<file path="src/rtl/pmp_csr_pkg.sv">
package pmp_csr_pkg;

    localparam int XLEN     = 32;
    localparam int CFG_W    = 8;
    localparam int LOCK_BIT = 7;
    localparam int SEC_W    = 3;
    localparam int SEC_LOCKDOWN  = 0;
    localparam int SEC_WHITELIST = 1;
    localparam int SEC_BYPASS    = 2;
    localparam logic [1:0] PRIV_MACHINE = 2'b11;

    typedef enum logic [1:0] {
        CSR_NONE  = 2'd0,
        CSR_WRITE = 2'd1,
        CSR_SET   = 2'd2,
        CSR_CLEAR = 2'd3
    } csr_op_e;

    typedef enum logic [1:0] {
        ST_IDLE  = 2'd0,
        ST_FLUSH = 2'd1,
        ST_DENY  = 2'd2
    } flush_state_e;

    function automatic logic [XLEN-1:0] csr_apply(csr_op_e op,
                                                  logic [XLEN-1:0] old,
                                                  logic [XLEN-1:0] arg);
        logic [XLEN-1:0] res;
        unique case (op)
            CSR_WRITE: res = arg;
            CSR_SET:   res = old | arg;
            CSR_CLEAR: res = old & ~arg;
            default:   res = old;
        endcase
        return res;
    endfunction

endpackage

</file>
<file path="src/rtl/pmp_region_reg.sv">
module pmp_region_reg
    import pmp_csr_pkg::*;
(
    input  logic             clk_i,
    input  logic             rst_ni,
    input  logic             wr_cfg_i,
    input  logic             wr_addr_i,
    input  csr_op_e          op_i,
    input  logic [XLEN-1:0]  data_i,
    input  logic             bypass_i,
    output logic [CFG_W-1:0] cfg_o,
    output logic [XLEN-1:0]  addr_o,
    output logic             locked_o
);

    logic [CFG_W-1:0] cfg_q;
    logic [XLEN-1:0]  addr_q;
    logic             may_change;
    logic [XLEN-1:0]  cfg_next_wide;
    logic [XLEN-1:0]  addr_next;

    assign locked_o   = cfg_q[LOCK_BIT];
    assign may_change = !(cfg_q[LOCK_BIT] && !bypass_i);

    always_comb begin
        cfg_next_wide = csr_apply(op_i, {{(XLEN-CFG_W){1'b0}}, cfg_q}, data_i);
        addr_next     = csr_apply(op_i, addr_q, data_i);
    end

    always_ff @(posedge clk_i or negedge rst_ni) begin
        if (!rst_ni) begin
            cfg_q  <= '0;
            addr_q <= '0;
        end else begin
            if (wr_cfg_i && may_change) begin
                cfg_q <= cfg_next_wide[CFG_W-1:0];
            end
            if (wr_addr_i && may_change) begin
                addr_q <= addr_next;
            end
        end
    end

    assign cfg_o  = cfg_q;
    assign addr_o = addr_q;

    // a locked region without bypass keeps both registers
    a_r5_locked_hold: assert property (@(posedge clk_i) disable iff (!rst_ni)
        (locked_o && !bypass_i) |=> ($stable(cfg_o) && $stable(addr_o)));

    // registers move only when addressed
    a_r1_quiet_hold: assert property (@(posedge clk_i) disable iff (!rst_ni)
        (!wr_cfg_i && !wr_addr_i) |=> ($stable(cfg_o) && $stable(addr_o)));

endmodule

</file>
<file path="src/rtl/pmp_seccfg_reg.sv">
module pmp_seccfg_reg
    import pmp_csr_pkg::*;
(
    input  logic             clk_i,
    input  logic             rst_ni,
    input  logic             wr_i,
    input  csr_op_e          op_i,
    input  logic [XLEN-1:0]  data_i,
    input  logic             any_locked_i,
    output logic [SEC_W-1:0] sec_o
);

    logic [SEC_W-1:0] sec_q;
    logic [SEC_W-1:0] sec_d;
    logic [XLEN-1:0]  applied;

    always_comb begin
        applied = csr_apply(op_i, {{(XLEN-SEC_W){1'b0}}, sec_q}, data_i);
        sec_d[SEC_LOCKDOWN]  = applied[SEC_LOCKDOWN]  | sec_q[SEC_LOCKDOWN];
        sec_d[SEC_WHITELIST] = applied[SEC_WHITELIST] | sec_q[SEC_WHITELIST];
        sec_d[SEC_BYPASS]    = any_locked_i ? sec_q[SEC_BYPASS] : applied[SEC_BYPASS];
    end

    always_ff @(posedge clk_i or negedge rst_ni) begin
        if (!rst_ni) begin
            sec_q <= '0;
        end else if (wr_i) begin
            sec_q <= sec_d;
        end
    end

    assign sec_o = sec_q;

    // sticky bits never fall
    a_r6_lockdown_sticky: assert property (@(posedge clk_i) disable iff (!rst_ni)
        sec_o[SEC_LOCKDOWN] |=> sec_o[SEC_LOCKDOWN]);
    a_r6_whitelist_sticky: assert property (@(posedge clk_i) disable iff (!rst_ni)
        sec_o[SEC_WHITELIST] |=> sec_o[SEC_WHITELIST]);

    // bypass frozen while any region is locked
    a_r7_bypass_frozen: assert property (@(posedge clk_i) disable iff (!rst_ni)
        any_locked_i |=> $stable(sec_o[SEC_BYPASS]));

endmodule

</file>
<file path="src/rtl/pmp_flush_fsm.sv">
module pmp_flush_fsm
    import pmp_csr_pkg::*;
(
    input  logic clk_i,
    input  logic rst_ni,
    input  logic commit_i,
    input  logic modify_i,
    input  logic prot_sel_i,
    input  logic priv_ok_i,
    output logic flush_o,
    output logic illegal_o
);

    flush_state_e state_q, state_d;

    always_comb begin
        state_d = ST_IDLE;
        if (commit_i && modify_i) begin
            state_d = (prot_sel_i && !priv_ok_i) ? ST_DENY : ST_FLUSH;
        end
    end

    always_ff @(posedge clk_i or negedge rst_ni) begin
        if (!rst_ni) begin
            state_q <= ST_IDLE;
        end else begin
            state_q <= state_d;
        end
    end

    always_comb begin
        flush_o   = 1'b0;
        illegal_o = 1'b0;
        unique case (state_q)
            ST_FLUSH: flush_o   = 1'b1;
            ST_DENY:  illegal_o = 1'b1;
            default: ;
        endcase
    end

    // permitted modification gives a flush next cycle
    a_r2_flush_after_commit: assert property (@(posedge clk_i) disable iff (!rst_ni)
        (commit_i && modify_i && (!prot_sel_i || priv_ok_i)) |=> flush_o);

    // a flush always stems from a modifying commit
    a_r3_flush_has_cause: assert property (@(posedge clk_i) disable iff (!rst_ni)
        flush_o |-> $past(commit_i && modify_i));

    // denied attempt pulses illegal and no flush
    a_r4_deny_pulse: assert property (@(posedge clk_i) disable iff (!rst_ni)
        (commit_i && modify_i && prot_sel_i && !priv_ok_i) |=> (illegal_o && !flush_o));

endmodule

</file>
<file path="src/rtl/pmp_csr_ctrl.sv">
module pmp_csr_ctrl
    import pmp_csr_pkg::*;
#(
    parameter int          NUM_REGIONS = 4,
    parameter logic [11:0] CFG_BASE    = 12'h3A0,
    parameter logic [11:0] ADDR_BASE   = 12'h3B0,
    parameter logic [11:0] SEC_ADDR    = 12'h390
) (
    input  logic                          clk_i,
    input  logic                          rst_ni,
    input  logic                          commit_i,
    input  logic [11:0]                   csr_addr_i,
    input  logic [1:0]                    csr_op_i,
    input  logic [31:0]                   csr_wdata_i,
    input  logic [1:0]                    priv_i,
    output logic [NUM_REGIONS*8-1:0]      region_cfg_o,
    output logic [NUM_REGIONS*32-1:0]     region_addr_o,
    output logic [2:0]                    sec_cfg_o,
    output logic                          flush_o,
    output logic                          illegal_o
);

    localparam int CFG_TOTAL  = NUM_REGIONS * CFG_W;
    localparam int ADDR_TOTAL = NUM_REGIONS * XLEN;

    csr_op_e                op_e;
    logic                   modify;
    logic                   priv_ok;
    logic                   write_ok;
    logic [NUM_REGIONS-1:0] hit_cfg;
    logic [NUM_REGIONS-1:0] hit_addr;
    logic [NUM_REGIONS-1:0] locks;
    logic                   hit_sec;
    logic                   prot_sel;
    logic [CFG_TOTAL-1:0]   cfg_vec;
    logic [ADDR_TOTAL-1:0]  addr_vec;
    logic [SEC_W-1:0]       sec_vec;

    assign op_e     = csr_op_e'(csr_op_i);
    assign modify   = (op_e != CSR_NONE);
    assign priv_ok  = (priv_i == PRIV_MACHINE);
    assign write_ok = commit_i && modify && priv_ok;
    assign hit_sec  = (csr_addr_i == SEC_ADDR);
    assign prot_sel = (|hit_cfg) | (|hit_addr) | hit_sec;

    for (genvar i = 0; i < NUM_REGIONS; i++) begin : g_region
        localparam logic [11:0] CFG_A  = CFG_BASE  + 12'(i);
        localparam logic [11:0] ADDR_A = ADDR_BASE + 12'(i);

        assign hit_cfg[i]  = (csr_addr_i == CFG_A);
        assign hit_addr[i] = (csr_addr_i == ADDR_A);

        pmp_region_reg u_region (
            .clk_i     (clk_i),
            .rst_ni    (rst_ni),
            .wr_cfg_i  (write_ok && hit_cfg[i]),
            .wr_addr_i (write_ok && hit_addr[i]),
            .op_i      (op_e),
            .data_i    (csr_wdata_i),
            .bypass_i  (sec_vec[SEC_BYPASS]),
            .cfg_o     (cfg_vec[i*CFG_W +: CFG_W]),
            .addr_o    (addr_vec[i*XLEN +: XLEN]),
            .locked_o  (locks[i])
        );
    end

    pmp_seccfg_reg u_sec (
        .clk_i        (clk_i),
        .rst_ni       (rst_ni),
        .wr_i         (write_ok && hit_sec),
        .op_i         (op_e),
        .data_i       (csr_wdata_i),
        .any_locked_i (|locks),
        .sec_o        (sec_vec)
    );

    pmp_flush_fsm u_fsm (
        .clk_i      (clk_i),
        .rst_ni     (rst_ni),
        .commit_i   (commit_i),
        .modify_i   (modify),
        .prot_sel_i (prot_sel),
        .priv_ok_i  (priv_ok),
        .flush_o    (flush_o),
        .illegal_o  (illegal_o)
    );

    assign region_cfg_o  = cfg_vec;
    assign region_addr_o = addr_vec;
    assign sec_cfg_o     = sec_vec;

    // below machine mode nothing in the protection state changes
    a_r4_state_hold: assert property (@(posedge clk_i) disable iff (!rst_ni)
        (commit_i && prot_sel && !priv_ok) |=>
        ($stable(region_cfg_o) && $stable(region_addr_o) && $stable(sec_cfg_o)));

    // operation 0 never moves state
    a_r3_none_hold: assert property (@(posedge clk_i) disable iff (!rst_ni)
        (!commit_i || !modify) |=>
        ($stable(region_cfg_o) && $stable(region_addr_o) && $stable(sec_cfg_o)));

endmodule

</file>
<file path="config.mk">
export PLATFORM = sky130hd
export DESIGN_NAME = pmp_csr_ctrl
export DESIGN_NICKNAME = d
export VERILOG_FILES = /design/src/rtl/pmp_csr_pkg.sv /design/src/rtl/pmp_region_reg.sv /design/src/rtl/pmp_seccfg_reg.sv /design/src/rtl/pmp_flush_fsm.sv /design/src/rtl/pmp_csr_ctrl.sv
export SDC_FILE = /design/constraint.sdc
export NUM_CORES = 1
export LEC_CHECK = 0
export BUFFER_PORTS_ARGS = -buffer_cell sky130_fd_sc_hd__buf_4
export CORE_MARGIN = 3
export CORE_UTILIZATION = 56
export CTS_BUF_LIST = sky130_fd_sc_hd__clkbuf_4
export CTS_CLUSTER_SIZE = 28
export DETAILED_ROUTE_END_ITERATION = 10
export PLACE_DENSITY = 0.83
export SYNTH_ARGS = -nofsm -noshare
export SYNTH_HDL_FRONTEND = slang
export SYNTH_SLANG_ARGS = --single-unit
</file>
<file path="constraint.sdc">
create_clock -name clk_i -period 2.5 [get_ports clk_i]
set_clock_uncertainty 0.15 [all_clocks]
set_input_delay 0.375 -clock clk_i [delete_from_list [all_inputs] [get_ports clk_i]]
set_output_delay 0.375 -clock clk_i [all_outputs]
set_load 0.01 [all_outputs]
</file>
# After elaboration in Yosys (flattened, before gate mapping)
# Cells that the tools add are included.
[word_totals]
register_bits = 165
latchBits = 0
ramBits = 0
rom_bits = 0
input_bits = 51
output_inout_bits = 165
elab_cells = 107
n_memories = 0
[op_classes]
addsub = 0
multipliers = 0
div_mod_pow = 0
order_cmp = 0
eq_ne = 15
n_shift = 0
mux = 13
bitwise = 24
reduce_logical = 44
[ops]
columns = ["cell", "count"]
rows = [
  ["32-bit one-hot mux with 3 select lines", 4],
  ["32-bit AND", 4],
  ["32-bit OR", 4],
  ["12-bit by 10-bit == test with 1-bit output, second input constant", 9],
  ["8-bit one-hot mux with 3 select lines", 4],
  ["8-bit AND", 4],
  ["32-bit inverter", 1],
  ["8-bit OR", 4],
  ["1-bit logical AND", 24],
  ["2-bit AND reduction", 8],
  ["4-bit OR reduction", 3],
  ["3-bit one-hot mux with 3 select lines", 1],
  ["2-bit == test, second input constant", 4],
  ["1-bit zero test", 6],
  ["2-bit by 1-bit == test with 1-bit output, second input constant", 2],
  ["2-bit two-way mux", 2],
  ["1-bit OR", 4],
  ["3-bit AND", 1],
  ["3-bit OR", 1],
  ["3-bit AND reduction", 1],
  ["3-bit nonzero test", 1],
  ["1-bit two-way mux", 2],
  ["2-bit nonzero test", 1],
  ["1-bit inverter", 1],
]

# Longest topological paths before layout
# Gate-level depths: netlist of the first run.
[logic_depth]
depth_word = 7
depth_mapped = 8

# Cells and area by module
# A second synthesis of the first run with hierarchy kept.
[hier_totals]
cells_unflattened = 683
area_unflattened_um2 = 8021.4
[modules_own_cells]
columns = ["module", "n_inst", "cells_each", "area_each_um2"]
rows = [
  ["pmp_region_reg", 4, 158, 1900.6],
  ["pmp_csr_ctrl", 1, 29, 180.2],
  ["pmp_seccfg_reg", 1, 14, 151.4],
  ["pmp_flush_fsm", 1, 8, 87.6],
]

# Worst setup path after synthesis of the first run
# OpenSTA, ideal clock, no wires.
[synth_path]
path_type = "input port to flip-flop"
startpoint = "in csr_addr_i[6]"
endpoint = "reg g_region[2].u_region.addr_q[10]"
setup_time_ns = 0.122
t_arrival_ns = 1.859
t_required_ns = 2.228
setup_slack_ns = 0.369
path_stages = 7
n_path_buf = 3
path_cell_list = "nand4b_1 -> or3_1 -> clkbuf_1 -> or3_1 -> clkbuf_2 -> buf_6 -> a32o_1"
[synth_between]
elab_chain_cells = 4
[synth_rtl]
columns = ["item", "line_no", "text"]
rows = [
  ["start, declared", "pmp_csr_ctrl.sv:12", "input logic [11:0] csr_addr_i,"],
  ["12-bit by 10-bit == test with 1-bit output", "pmp_csr_ctrl.sv:51", "assign hit_addr[i] = (csr_addr_i == ADDR_A);"],
  ["1-bit logical AND", "pmp_csr_ctrl.sv:57", ".wr_addr_i (write_ok && hit_addr[i]),"],
  ["1-bit logical AND", "pmp_region_reg.sv:38", "if (wr_addr_i && may_change) begin"],
  ["2-bit AND reduction (no line)", "-", ""],
  ["end signal, assigned", "pmp_region_reg.sv:39", "addr_q <= addr_next;"],
  ["end, declared", "pmp_region_reg.sv:17", "logic [XLEN-1:0] addr_q;"],
]
# No other way between the ends.
# A chain may end at the register's enable or synchronous reset.

# Worst setup path after layout of the first run
[layout_path]
startpoint = "in csr_addr_i[6]"
endpoint = "reg g_region[2].u_region.addr_q[8]"
# The elaborated chain is that of the path after synthesis.

==> impl_metrics.env, run 1 <==
export IMPL_cts_repair_resized=0
export IMPL_synthXorXnorAreaFrac_pct=0.1004
export IMPL_rr_endpoint="g_region[2].u_region.addr_o[8]"
export IMPL_synth_top_family_by_area="compound AO/OA/AOI/OAI gates"
export IMPL_core_region_area_sq_um=14860
export IMPL_grt_start_max_net_pins=65
export IMPL_ys_async_sr_fraction_pct=100.0
export IMPL_synth_compound_area_share_pct=33.95
export IMPL_tns_ns=0
export IMPL_clock_path_buffers=2
export IMPL_clock_latency_ns=0.57
export IMPL_drv_slew=0
export IMPL_finalHoldViolCount=0
export IMPL_place_port_buffers=215
export IMPL_post_route_period_util_pct=90.78
export IMPL_drt_pass1_iterations=6
export IMPL_synth_edff_count=0
export IMPL_arrival_ns=2.58
export IMPL_ant_nets=0
export IMPL_hold_class="in -> reg"
export IMPL_drive_gt1_share_pct=25.77
export IMPL_post_cts_buffers=0
export IMPL_crit_type="in -> reg"
export IMPL_nNetsFinal=1208
export IMPL_finalWirelength_um=29700
export IMPL_areaGrowthSynthToFinish_pct=29.79
export IMPL_fmax_mhz=440.6
export IMPL_drtIter0Drc=1225
export IMPL_hpwl_um=20050
export IMPL_required_ns=2.82
export IMPL_cp_max_fo=23
export IMPL_cts_buffers=17
export IMPL_syn_area_sq_um=8723
export IMPL_htreeDepth=4
export IMPL_synth_seq_area_share_pct=47.33
export IMPL_tritoncts="yes"
export IMPL_hp_start="csr_addr_i[5]"
export IMPL_reg2reg_from="u_sec.sec_o[2]"
export IMPL_startpoint_type="input pin"
export IMPL_wl_per_cell_um=21.95
export IMPL_start_util_pct=58.69
export IMPL_ys_flop_type="dfrtp_1"
export IMPL_ys_warn_count=0
export IMPL_power_density_nw_per_um2=489.3
export IMPL_period_minus_slack_ns=2.269
export IMPL_synth_cell_types=45
export IMPL_syn_num_nets=992
export IMPL_avgViaCountPerCell=6.743
export IMPL_dieArea_sq_um=17110
export IMPL_r2r_worst_path_cells=5
export IMPL_hold_depth=4
export IMPL_tightest_slew_ns=0.6229
export IMPL_final_design_area_no_fill_sq_um=11320
export IMPL_syn_inst=941
export IMPL_grt_pass1_wl_um=46220
export IMPL_grt_pass1_vias=8731
export IMPL_final_setup_viol_count=0
export IMPL_clock_sinks=165
export IMPL_peakVddDrop_uv=570.1
export IMPL_place_gp_congestion=0.9305
export IMPL_fp_row_count=44
export IMPL_end_kind="flop"
export IMPL_outcome="completed"
export IMPL_placed_cell_area_sq_um=10660
export IMPL_total_power_mw=5.540
export IMPL_p_leak_nw=5.292
export IMPL_vias=9123
export IMPL_grt_remaining_overflow=0
export IMPL_synth_simple_area_share_pct=10.05
export IMPL_drc=0
export IMPL_grt_usage_pct=34.21
export IMPL_synth_adder_area_share_pct=0
export IMPL_muxShareOfSynthArea_pct=0
export IMPL_antenna_found_initial=1
export IMPL_syn_avg_cell_area_sq_um=9.270
export IMPL_rsz0062_at_grt="false"
export IMPL_regToRegSetupSlack_ns=0.50
export IMPL_io_pins=216
export IMPL_cts_clk_slew_worst_paths_ns=0.12
export IMPL_dieHeight_um=130.8
export IMPL_holdPathEnd="u_fsm.state_q[0]"
export IMPL_ys_ff_latch=165
export IMPL_max_cap_viol_count=0
export IMPL_die_w_um=130.8
export IMPL_maxSlewHeadroom_pct=58.47
export IMPL_root_buffer="clkbuf_4"
-- cells in the mapped netlist, drive strengths merged (2+ instances only) --
master,count,area [sq um]
dfrtp,165,4129
a21oi,123,615.6
o21ai,113,565.5
clkbuf,76,286.5
inv,75,281.5
a221oi,62,543.0
o32ai,57,499.2
nor2,39,146.4
nor2b,26,162.7
buf,25,178.9
a21o,23,172.7
a32o,23,230.2
a211oi,19,142.6
and3,18,112.6
nand3,14,70.07
nand2,13,48.80
nand4,12,75.07
nand2b,11,68.82
o31ai,9,67.56
a22o,8,70.07
nor3,4,25.02
nand4b,3,26.28
nor4,3,25.02
or3,3,18.77
a31o,2,17.52
and4,2,17.52
nor4b,2,23.77
-- through the flow --
| step | std cells | setup slack (ns) | util [%] | hold WS, ns |
|---|---|---|---|---|
| 6_report | 1353 | 0.2305 | 76.17 | 0.05198 |
| 5_1_grt | 1353 | 0.1801 | 76.17 | 0.03047 |
| 4_1_cts | 1352 | 0.2784 | 76.15 | 0.01611 |
| 3_5_place_dp | 1287 | 0.2484 | 71.73 | 0.2605 |
| 3_3_place_gp | 1287 | 0.2888 | 71.73 | 0.2540 |
| 2_1_floorplan | 941 | 0.3693 | - | -0.07059 |
-- worst max-delay path by stage --
| stage | from | end | slack [ns] | cells after the start |
|---|---|---|---|---|
| 2_1_floorplan | csr_addr_i[6] | g_region[2].u_region.addr_o[10] | 0.37 | 7 |
| 3_3_place_gp | csr_addr_i[6] | g_region[2].u_region.addr_o[28] | 0.29 | 6 |
| 3_5_place_dp | csr_addr_i[6] | g_region[2].u_region.addr_o[27] | 0.25 | 6 |
| 4_1_cts | csr_addr_i[6] | g_region[2].u_region.addr_o[8] | 0.28 | 7 |
| 5_1_grt | csr_addr_i[6] | g_region[2].u_region.addr_o[29] | 0.18 | 7 |
| 6_report | csr_addr_i[6] | g_region[2].u_region.addr_o[8] | 0.23 | 7 |
-- report_power, final --
group	internal (mW)	switching (mW)
sequential	2.78	0.104
combinational	0.399	0.507
clock	0.810	0.937
-- routing by layer --
layer,vias up,global-route usage [%],part of all wire [%]
met5,-,0,0
met4,0,11.92,2.9
met3,81,10.33,12
met2,639,52.21,46
met1,4407,46.69,39
li1,3996,-,-
-- cell type report --
type	count	area, sq um
inverters	75	281.5
clock inverters	10	157.7
fillers	1079	3542
clock buffers	20	150.1
repair buffers	298	2491
diodes	1	2.502
flip-flops and latches	165	4129
multi-input cells	600	3880
well taps	184	230.2
-- layout by cell type (no fill, tap or decap), types with 3 or more instances in the layout --
cell type      instances
nand4b_1               3
o31ai_1                9
nand3_1               14
a22o_1                 8
nand2_1               13
nor2b_1               26
a21o_1                23
o21ai_0              113
a221oi_1              62
buf_12                13
a32o_1                23
clkbuf_4              20
a211oi_1              18
a21oi_1              123
nand2b_1              11
dlygate4sd3_1         35
dfrtp_1              165
inv_1                 75
nor3_1                 3
nand4_1               12
or3_1                  3
and3_1                18
nor2_1                38
buf_4                249
bufinv_16              4
o32ai_1               57
-- registers in the layout, summed over array words and instances, names as in the netlist --
signal and flops:
g_region.u_region.addr_o 128, g_region.u_region.cfg_o 32, u_fsm.state_q 2, u_sec.sec_o 3
-- cell families after synthesis --
family                 count (synthesis)
flip-flops                           165
buffers and inverters                176
AO/OA/AOI/OAI                        443
AND/OR/NAND/NOR                      156
XOR/XNOR                               1
-- repair_timing --
action,4_1_cts,5_1_grt
setup endpoints to repair,0,0
hold endpoints to repair,182,0
hold buffers,35,0
-- worst max-delay path, cell delays in order --
cell and delay, ns:
dlygate4sd3_1 0.56, buf_4 0.16, nand4b_1 0.25, or3_1 0.44, or3_1 0.37, buf_12 0.18
a32o_1 0.25
No activity file was read; power rests on OpenSTA's default activity.
==> run 2: changes to the inputs <==
CORE_UTILIZATION = 40   (was 56)
PLACE_DENSITY = not set   (was 0.83)
==> run 2 against run 1 <==
  * Core utilization fell by 22 points
  * Register-to-register slack about the same
  * Cell area rose by 0.64%
  * Global-route usage fell by 8.1 points
  * Flip-flop and latch count unchanged
  * Routed wire length up 6.3%
  * Worst hold slack better by 0.016 ns
  * Final cell count up 6.9%
  * First-iteration DRC count fell by 41%
  * Clock power decreased by 9%
  * Critical path type unchanged
  * Highest routed layer unchanged
==> impl_metrics.env, run 2 (same netlist as run 1, synthesis figures left out) <==
export IMPL_nNetsFinal=1209
export IMPL_fp_row_count=53
export IMPL_vias=8862
export IMPL_clock_path_buffers=2
export IMPL_drc=0
export IMPL_power_density_nw_per_um2=471.4
export IMPL_r2r_worst_path_cells=5
export IMPL_wl_per_cell_um=21.82
export IMPL_root_buffer="clkbuf_4"
export IMPL_regToRegSetupSlack_ns=0.49
export IMPL_fmax_mhz=449.7
export IMPL_htreeDepth=4
export IMPL_largest_reg_flops=128
export IMPL_drv_slew=0
export IMPL_post_route_period_util_pct=88.95
export IMPL_dr_max_layer_used="met4"
export IMPL_start_util_pct=41.11
export IMPL_final_design_area_no_fill_sq_um=11390
export IMPL_die_w_um=153.7
export IMPL_dr_wl_met3_um=2338
export IMPL_final_cell_mix="250 x buf_4, 165 x dfrtp_1, 123 x a21oi_1"
export IMPL_drt_pass1_iterations=5
export IMPL_avgViaCountPerCell=6.124
export IMPL_startpoint_type="input pin"
export IMPL_place_gp_congestion=0.8489
export IMPL_clock_latency_ns=0.57
export IMPL_crit_type="in -> reg"
export IMPL_finalWirelength_um=31580
export IMPL_cp_max_fo=23
export IMPL_worst_slack_ns=0.2763
export IMPL_grt_pass1_vias=8449
export IMPL_dieHeight_um=153.7
export IMPL_hold_class="in -> reg"
export IMPL_met2_length_um=14090
export IMPL_clock_sinks=165
export IMPL_areaGrowthSynthToFinish_pct=30.62
export IMPL_io_pins=216
export IMPL_rsz0062_at_grt="false"
export IMPL_placed_cell_area_sq_um=10760
export IMPL_maxSlewHeadroom_pct=68.75
export IMPL_antenna_found_initial=1
export IMPL_core_region_area_sq_um=21220
export IMPL_cts_clk_slew_worst_paths_ns=0.13
export IMPL_hpwl_um=21400
export IMPL_required_ns=2.82
export IMPL_p_leak_nw=5.278
export IMPL_ant_nets=0
export IMPL_drtIter0Drc=720
export IMPL_end_kind="flop"
export IMPL_final_common_cell="buf_4"
export IMPL_peakVddDrop_uv=266.9
export IMPL_holdPathEnd="u_fsm.state_q[0]"
export IMPL_drive_gt1_share_pct=25.62
export IMPL_outcome="completed"
export IMPL_hold_depth=4
export IMPL_grt_pass1_wl_um=49440
export IMPL_grt_usage_pct=26.07
export IMPL_max_cap_viol_count=0
export IMPL_arrival_ns=2.54
export IMPL_finalHoldViolCount=0
export IMPL_met1Wirelength_um=14340
export IMPL_final_setup_viol_count=0
export IMPL_grt_start_max_net_pins=71
export IMPL_grt_remaining_overflow=0
export IMPL_hp_start="csr_addr_i[5]"
export IMPL_cts_buffers=17
export IMPL_place_port_buffers=215
export IMPL_rr_endpoint="g_region[2].u_region.addr_o[12]"
export IMPL_tightest_slew_ns=0.4688
export IMPL_dp_slack_ns=0.2185
export IMPL_reg2reg_from="u_sec.sec_o[2]"
export IMPL_period_minus_slack_ns=2.224
export IMPL_tns_ns=0
export IMPL_tritoncts="yes"
export IMPL_dieArea_sq_um=23620
[run 2: cell types whose count changed in the layout (fill, tap and decap cells not counted), moves of 2 or more]
| cell | delta |
|---|---|
| bufinv_16 | -2 |
| inv_6 | +2 |
| clkinv_1 | +3 |
| clkbuf_4 | -2 |
[run 2: where the power goes]
part	total [mW]	leakage, nW	internal [mW]	switching [mW]
logic	0.892	2.87	0.396	0.496
registers	2.89	2.27	2.78	0.104
clock network	1.59	0.139	0.594	0.999
[run 2: critical path, cell delays in order]
cell	delay [ns]
dlygate4sd3_1	0.54
buf_4	0.15
nand4b_1	0.23
or3_1	0.43
or3_1	0.37
buf_12	0.18
a32o_1	0.26
[run 2: through the flow]
step                util [%]  hold WS [ns]  power, mW  cells
finish                 53.70       0.06751      5.371   1447
global route           53.70       0.05066      5.621   1447
CTS                    53.69       0.03277      5.408   1446
detailed placement     50.72        0.1923      3.781   1378
global placement       50.72        0.1912      3.766   1378
floorplan                  -      -0.07059      3.293    941
[run 2: area by class of cell]
cell class | count | area [sq um]
diodes | 1 | 2.502
clock buffers | 18 | 135.1
clock inverters | 14 | 133.9
fillers | 1962 | 9826
inverters | 75 | 281.5
multi-input cells | 600 | 3880
flip-flops and latches | 165 | 4129
well taps | 275 | 344.1
repair buffers | 299 | 2489
[run 2: routing by layer]
metal,global-route usage [%],up-vias
met5,0,-
li1,-,4003
met2,37.92,390
met3,5.207,42
met4,7.569,0
met1,39.40,4427
[run 2: repair_timing]
action / in CTS / in global routing
hold buffers: 36 / 0
setup endpoints to repair: 0 / 0
buffers inserted: 0 / 0
gates resized for setup: 0 / 0
hold endpoints to repair: 188 / 0
[run 2: how the worst max path moves through the flow]
stage,from,endpoint,cells after the start
floorplan,csr_addr_i[6],g_region[2].u_region.addr_o[10],7
global placement,csr_addr_i[3],g_region[2].u_region.addr_o[16],7
detailed placement,csr_addr_i[2],g_region[1].u_region.addr_o[15],6
CTS,csr_addr_i[6],g_region[2].u_region.addr_o[12],7
global route,csr_addr_i[6],g_region[2].u_region.addr_o[28],7
finish,csr_addr_i[6],g_region[2].u_region.addr_o[12],7
==> run 3: changes to the inputs <==
--- a/config.mk
+++ b/config.mk
@@ -8,2 +8,3 @@
 export BUFFER_PORTS_ARGS = -buffer_cell sky130_fd_sc_hd__buf_4
+export CAP_MARGIN = 30
 export CORE_MARGIN = 3
@@ -15,2 +16,3 @@
 export SYNTH_HDL_FRONTEND = slang
+export SYNTH_HIERARCHICAL = 1
 export SYNTH_SLANG_ARGS = --single-unit
--- a/constraint.sdc
+++ b/constraint.sdc
@@ -4,2 +4,2 @@
 set_output_delay 0.375 -clock clk_i [all_outputs]
-set_load 0.01 [all_outputs]
+set_load 0.005 [all_outputs]
==> run 3 against run 2 <==
  * Via count down 19%
  * Core utilization down 0.079 points
  * Power down 4.1%
  * Global-route usage down 1.9 points
  * Sequential power down 7.6%
  * Worst hold slack worse by 0.0068 ns
  * Sequential share of layout area up 3.1 points
  * Clock-buffer cell count up 1
  * Non-clock buffer count down 11
  * Combinational power down 54%
  * Final cell count down 19%
  * Clock power up 30%
  * Largest cell class unchanged
  * Highest routed layer unchanged
==> impl_metrics.env, run 3 <==
export IMPL_grt_start_max_net_pins=53
export IMPL_clock_sinks=165
export IMPL_n_fill_cell=1757
export IMPL_drc=0
export IMPL_post_route_util_pct=53.62
export IMPL_path_cells="dlygate4sd3_1 -> buf_4 -> o211a_1 -> nand4_1 -> nor3_2 -> and4_4 -> a22o_1"
export IMPL_fp_row_count=51
export IMPL_htreeDepth=4
export IMPL_finalHoldViolCount=0
export IMPL_outcome="completed"
export IMPL_ant_nets=0
export IMPL_dp_slack_ns=0.08125
export IMPL_grt_busiest_layer="met2"
export IMPL_final_cell_mix="247 x buf_4, 165 x dfrtp_1, 160 x a22o_1"
export IMPL_die_w_um=147.6
export IMPL_crit_start="priv_i[1]"
export IMPL_hold_class="in -> reg"
export IMPL_tns_ns=0
export IMPL_root_buffer="clkbuf_4"
export IMPL_grt_pass1_vias=7140
export IMPL_hold_depth=4
export IMPL_period_minus_slack_ns=2.274
export IMPL_start_util_pct=40.95
export IMPL_cts_buffers=17
export IMPL_drtIter0Drc=517
export IMPL_io_pins=216
export IMPL_p_leak_nw=4.834
export IMPL_clock_latency_ns=0.56
export IMPL_synth_seq_area_share_pct=51.47
export IMPL_maxSlewHeadroom_pct=65.49
export IMPL_peakVddDrop_uv=284.4
export IMPL_nNetsFinal=945
export IMPL_final_setup_viol_count=0
export IMPL_multi_input_area_sq_um=3304
export IMPL_clock_path_buffers=2
export IMPL_total_power_mw=5.149
export IMPL_crit_type="in -> reg"
export IMPL_ys_async_sr_fraction_pct=100.0
export IMPL_cts_clk_slew_worst_paths_ns=0.13
export IMPL_ys_flop_type="dfrtp_1"
export IMPL_required_ns=2.84
export IMPL_hpwl_um=18340
export IMPL_syn_num_nets=734
export IMPL_arrival_ns=2.62
export IMPL_regToRegSetupSlack_ns=0.63
export IMPL_drive_gt1_share_pct=33.30
export IMPL_dieArea_sq_um=21790
export IMPL_syn_inst=683
export IMPL_grt_remaining_overflow=0
export IMPL_fmax_mhz=439.8
export IMPL_grt_pass1_wl_um=41490
export IMPL_rr_endpoint="g_region[1].u_region/addr_o[3]"
export IMPL_synth_area_leader_cell="dfrtp_1"
export IMPL_synth_cell_types=38
export IMPL_slowest_stage="and4_4"
export IMPL_grt_usage_pct=24.16
export IMPL_core_region_area_sq_um=19590
export IMPL_areaGrowthSynthToFinish_pct=30.95
export IMPL_seq_area_sq_um=4129
export IMPL_grt_met3_usage_pct=5.978
export IMPL_cp_max_fo=32
export IMPL_synth_adder_area_share_pct=0
export IMPL_cts_hold_fix_buffers=35
export IMPL_syn_area_sq_um=8021
export IMPL_muxShareOfSynthArea_pct=0.1248
export IMPL_holdPathEnd="u_fsm/state_q[0]"
export IMPL_drt_pass1_iterations=5
export IMPL_rsz0062_at_grt="false"
export IMPL_dieHeight_um=147.6
export IMPL_finalWirelength_um=26720
export IMPL_synth_commonest_cells="165 x dfrtp_1, 160 x a22o_1, 96 x o2111ai_1, 66 x nand4_1, 48 x clkbuf_1"
export IMPL_vias=7215
export IMPL_grtUsageMet2_pct=38.36
export IMPL_ys_warn_count=6
export IMPL_post_cts_buffers=0
export IMPL_drv_slew=0
export IMPL_avgViaCountPerCell=6.146
export IMPL_synthXorXnorAreaFrac_pct=0.1092
export IMPL_max_stage_delay_ns=0.56
export IMPL_end_kind="flop"
export IMPL_use_met1_pct=33.14
export IMPL_reg2reg_from="u_sec/sec_o[2]"
export IMPL_tightest_slew_ns=0.5177
export IMPL_startpoint_type="input pin"
export IMPL_syn_avg_cell_area_sq_um=11.74
export IMPL_wl_per_cell_um=22.76
export IMPL_synthTopCellsByArea="dfrtp_1 51%, a22o_1 17%, o2111ai_1 10%"
export IMPL_tritoncts="yes"
export IMPL_synth_top_family_by_area="compound AO/OA/AOI/OAI gates"
export IMPL_synth_simple_area_share_pct=12.03
export IMPL_antenna_found_initial=1
export IMPL_holdWs_ns=0.06074
export IMPL_power_density_nw_per_um2=490.2
export IMPL_ys_ff_latch=165
export IMPL_largest_reg_flops=128
export IMPL_synth_edff_count=0
export IMPL_synth_compound_area_share_pct=28.56
export IMPL_final_common_cell="buf_4"
export IMPL_place_port_buffers=215
export IMPL_place_gp_congestion=0.8732
export IMPL_r2r_worst_path_cells=4
export IMPL_worst_slack_ns=0.2263
export IMPL_post_route_period_util_pct=90.95
export IMPL_hp_start="priv_i[0]"
export IMPL_cts_repair_resized=0
export IMPL_synth_top_area_share_pct=51.47
export IMPL_max_cap_viol_count=0
export IMPL_synth_most_common_cell="dfrtp_1"
==> run 3: changes by cell type after synthesis, sizes merged, moves of 54 or more <==
| cell | change |
|---|---|
| a22o | +152 |
| a21oi | -120 |
| o21ai | -112 |
| o2111ai | +96 |
| inv | -69 |
| a221oi | -62 |
| o32ai | -57 |
| nand4 | +54 |
==> run 3: critical path: cells and delay by family <==
kind / cells / cell delay (ns)
AND/OR/NAND/NOR: 3 / 1.17
buffers and inverters: 2 / 0.65
AO/OA/AOI/OAI: 2 / 0.39
==> run 3: where the power goes <==
part           switching (mW)  internal (mW)  leakage (nW)
Combinational           0.269          0.144          2.32
Sequential            0.00173           2.67          2.30
Clock                   0.944           1.12         0.205
==> run 3: logic make-up (layout without fill, tap and decap cells) <==
logic type	Yosys count	count (layout)
simple gates	151	151
mux	1	1
buf+inv	102	326
flops	165	165
other cells	0	2
xor+xnor	1	1
compound gates	263	263
==> run 3: how the worst max path moves through the flow <==
stage | slack, ns | cells past startpoint | end
after floorplan | 0.35 | 6 | g_region[0].u_region/addr_o[22]
after global placement | 0.12 | 5 | g_region[0].u_region/addr_o[4]
after detailed placement | 0.08 | 5 | g_region[0].u_region/addr_o[10]
after CTS | 0.29 | 7 | g_region[2].u_region/addr_o[7]
after global routing | 0.13 | 7 | g_region[2].u_region/addr_o[25]
final | 0.23 | 7 | g_region[3].u_region/addr_o[27]
==> run 3: routing by layer <==
| metal | vias to the layer above | share of wire [%] |
|---|---|---|
| met5 | - | 0 |
| met4 | 0 | 1.9 |
| met3 | 38 | 8.2 |
| met2 | 340 | 47 |
| met1 | 3612 | 43 |
| li1 | 3225 | - |
==> run 3: per-stage QoR <==
stage	instances	cell area (sq um)
floorplan	683	8021
detailed placement	1105	9753
CTS	1172	10500
finish	1174	10500
global route	1174	10500
global placement	1105	9753
==> run 3: area by class of cell <==
class	count	share of cell area [%]
antenna	2	0.04765
clock buffer	19	1.358
clock inverter	13	2.406
inverter	6	0.2144
multi-input combinational	416	31.46
sequential	165	39.31
tap	265	3.157
timing repair buffer	288	22.05
